==> config.mk <==
export PLATFORM = sky130hd
export DESIGN_NAME = hs_bus_master
export DESIGN_NICKNAME = d
export VERILOG_FILES = /design/src/rtl/hs_bus_master.sv
export SDC_FILE = /design/constraint.sdc
export NUM_CORES = 1
export LEC_CHECK = 0
export BUFFER_PORTS_ARGS = -buffer_cell sky130_fd_sc_hd__buf_4
export CORE_MARGIN = 4
export CORE_UTILIZATION = 47
export DETAILED_ROUTE_END_ITERATION = 7
export PLACE_DENSITY = 0.77
export REMOVE_ABC_BUFFERS = 1
export SLEW_MARGIN = 10
export SYNTH_ARGS = -nofsm -noshare
export SYNTH_HDL_FRONTEND = slang
export SYNTH_SLANG_ARGS = --single-unit
==> constraint.sdc <==
create_clock -name clk -period 1.62 [get_ports clk]
set_input_delay 0.324 -clock clk [delete_from_list [all_inputs] [get_ports clk]]
set_output_delay 0.324 -clock clk [all_outputs]
set_load 0.005 [all_outputs]
==> src/rtl/hs_bus_master.sv <==
module hs_bus_master #(
  parameter int AW = 32,
  parameter int DW = 32
) (
  input  logic          clk,
  input  logic          rst,
  input  logic          req_valid,
  output logic          req_ready,
  input  logic [AW-1:0] req_addr,
  input  logic [DW-1:0] req_wdata,
  input  logic          req_write,
  input  logic          req_is_data,
  output logic          rsp_done,
  output logic [DW-1:0] rsp_rdata,
  output logic [AW-1:0] bus_addr,
  output logic [DW-1:0] bus_wdata,
  output logic          bus_inst_data,
  output logic          bus_rw,
  output logic          bus_cpu_valid,
  input  logic          bus_mem_valid,
  input  logic [DW-1:0] bus_rdata
);

  typedef enum logic [1:0] {S_IDLE, S_REQ, S_RELEASE} state_t;
  state_t state;

  assign req_ready     = (state == S_IDLE);
  assign bus_cpu_valid = (state == S_REQ);

  always_ff @(posedge clk) begin
    if (rst) begin
      state         <= S_IDLE;
      rsp_done      <= 1'b0;
      rsp_rdata     <= '0;
      bus_addr      <= '0;
      bus_wdata     <= '0;
      bus_rw        <= 1'b0;
      bus_inst_data <= 1'b0;
    end else begin
      rsp_done <= 1'b0;
      case (state)
        S_IDLE: if (req_valid) begin
          bus_addr      <= req_addr;
          bus_wdata     <= req_wdata;
          bus_rw        <= req_write;
          bus_inst_data <= req_write | req_is_data;
          state         <= S_REQ;
        end
        S_REQ: if (bus_mem_valid) begin
          if (!bus_rw) rsp_rdata <= bus_rdata;
          rsp_done <= 1'b1;
          state    <= S_RELEASE;
        end
        S_RELEASE: if (!bus_mem_valid) state <= S_IDLE;
        default: state <= S_IDLE;
      endcase
    end
  end

endmodule

==> key figures <==
Routing
  • Via count: 3505
  • Total Routed Length: 10.70 mm
  • DRT Pass-1 Iters: 4
  • Vias per cell: 4.618
  • Remaining DRCs: 0
  • Starting DRT DRC Count: 77
  • DR WL/cell: 14.10 microns
  • Routed Antenna Nets: 0

Yosys
  • Largest area contributor in the netlist: dfxtp_1
  • Cells after Synth: 438
  • Mux cell area share after synthesis: 0.2150
  • Flop and latch count out of synthesis: 101
  • Yosys cell types: 18
  • Mapped Area: 4563 sq um
  • Share of the synthesized area in the top cell type: 0.4431
  • Main combinational cell family by area after synthesis: simple AND/OR/NAND/NOR gates
  • Ys Warns: 0
  • Synth area leaders: dfxtp_1, nand2b_1, mux2i_1
  • Compound-Gate Fraction of Synth Area: 0.002742
  • Seq/Total Area, Yosys: 0.4431
  • Xor/xnor share of the synthesized area: 0.001919
  • Syn Area/Cell: 10.42 sq um
  • Post-Synth Adder-Cell Area: 0
  • Synth Area in Simple Gates: 0.2827

Timing
  • Crit path time final: 1.525 ns
  • Max-slew headroom: 0.8052
  • Final setup margin: 0.09483 ns
  • Fmax: 655.7 MHz
  • Worst hold slack: 0.2227 ns
  • Final setup fails: 0
  • RSZ-0062 raised after global routing: no
  • Slew Viols, Final: 0
  • Final period utilization: 0.9415
  • Least-Margin Pin Slew: 0.2919 ns
  • Layout Skew: 0.01136 ns
  • Hold Fails Final Rpt: 0

Finish
  • Layout area overhead: 38.09%
  • Antenna Cells: 0
  • Multi-input combinational cell area: 2298 sq um
  • Fin area: 6301 sq um
  • Most common cell after layout, fill and taps aside: buf_4
  • Fillers: 776
  • Post-layout util: 0.6755
  • Leading cell types in the layout, fill and taps excluded: buf_4, nand2b_1, dfxtp_1, mux2i_1, clkbuf_8
  • Reg area: 2022 sq um
  • Fin nets: 727
  • Layout cells sized above 1: 0.3587

Placed design
  • Port bufs: 202
  • Post-DP HPWL: 8.056 mm
  • Pre-CTS WS: 0.2293 ns
  • Cell area after placement: 6113 sq um
  • Final Wtd Congestion: 0.7392

Setup path
  • CP required: 1.30 ns
  • Setup Crit Path Kind: flip-flop to output port
  • Reg2Reg Setup Slack: 0.20 ns
  • Startpoint type of the worst setup path: flip-flop
  • Critical Path Fanout Max: 7
  • Worst setup EP type: output port
  • Worst path arrival time: 1.20 ns

CTS
  • Post-cts sizing count: 0
  • Clock Sinks: 101
  • Skew-Pair Late Insertion Delay: 0.35 ns
  • Buffer depth of the longest clock path: 2
  • TritonCTS clock tree: built
  • Clock buffer count from CTS: 9
  • Clock root buffer master: clkbuf_8
  • Hold Buf Count CTS: 0
  • Post CTS Setup Buffer Count: 0
  • Reg clk slew, reported paths: 0.10 ns
  • CTS H-tree depth: 3

Floorplanning
  • # IOs: 203
  • DIE AREA: 11350 sq um
  • Die width: 106.5 microns
  • Initial cell density of the core: 0.4892
  • Core Area: 9328 sq um
  • FP Rows: 35
  • Die H: 106.5 microns

Hold path
  • Min-delay worst type: input port to flip-flop

Global route
  • Initial antenna violation count: 0
  • Grt ovf: 0
  • First-pass GRT wire length: 17.09 mm
  • Vias in the first global route: 3536
  • Largest net degree at the start of global routing: 97
  • Global Route Usage Sum: 0.1856

Outcome
  • Outcome: finished, final reports clean

Power and ir drop
  • Leak: 2.802 nW
  • Maximum vdd drop: 0.0004021 V
  • Power density cells: 827.1 nW/um^2
  • Power Total: 5.211 mW

Run
  • Max-cap viol count: 0
==> where the power goes <==
group | switching (mW) | leakage [nW] | total [mW] | internal [mW]
clock | 0.857 | 0.0888 | 1.51 | 0.650
combinational | 0.365 | 1.89 | 0.975 | 0.610
sequential | 0.0906 | 0.827 | 2.73 | 2.64
==> worst max-delay path: stages, from the launching register on <==
cell and delay [ns]:
dfxtp_1 0.48, and2b_1 0.23, buf_4 0.13
==> through the flow <==
| step | cells | TNS, ns |
|---|---|---|
| floorplan | 405 | -196.09 |
| global placement | 743 | 0 |
| detailed placement | 743 | 0 |
| CTS | 759 | 0 |
| global route | 759 | 0 |
| finish | 759 | 0 |
==> flip-flops by register name, summed over array words and instances, names as in the netlist <==
name	cells
rsp_done	1
state	2
bus_addr	32
rsp_rdata	32
bus_wdata	32
bus_rw	1
bus_inst_data	1
==> cell families (layout without fill, tap and decap cells) <==
family                 count (synthesis)  after routing
buffers and inverters                 33            225
AND/OR/NAND/NOR                      203            203
flip-flops                           101            101
AO/OA/AOI/OAI                          2              2
multiplexers                          98             98
XOR/XNOR                               1              1
==> layer usage <==
metal	vias up	wire length (microns)	track usage
li1	1777	-	-
met3	7	1262	0.08440
met1	1571	4461	0.2226
met2	150	4903	0.3018
met4	0	76	0.04932
met5	-	0	0
==> cell type report <==
class                   count  share of cell area
multi-input cells         304              0.3648
well taps                 129             0.02562
clock inverters             4            0.005163
flip-flops and latches    101              0.3209
repair buffers            209              0.2589
clock buffers              12             0.02462
==> synth_stat cells <==
library cell,n
buf_2,4
and2b_1,1
dfxtp_1,101
nor3b_1,1
and4bb_1,1
and3b_1,1
o21bai_1,1
mux2i_1,98
nand2b_1,195
or3b_1,2
xnor2_1,1
buf_12,3
clkbuf_1,19
nor3b_2,1
nor2_1,1
buf_6,2
a21oi_1,1
buf_8,5
==> worst paths after layout <==
kind | start | endpoint | cells past startpoint
max | state[1]$_SDFFE_PP0P_ | bus_cpu_valid | 2
min | req_wdata[25] | bus_wdata[25]$_SDFFE_PP0P_ | 3
max reg2reg | state[0]$_SDFFE_PP0P_ | rsp_rdata[29]$_SDFFE_PP0P_ | 3
min reg2reg | bus_addr[19]$_SDFFE_PP0P_ | bus_addr[19]$_SDFFE_PP0P_ | 2
No activity file was read; power rests on OpenSTA's default activity.
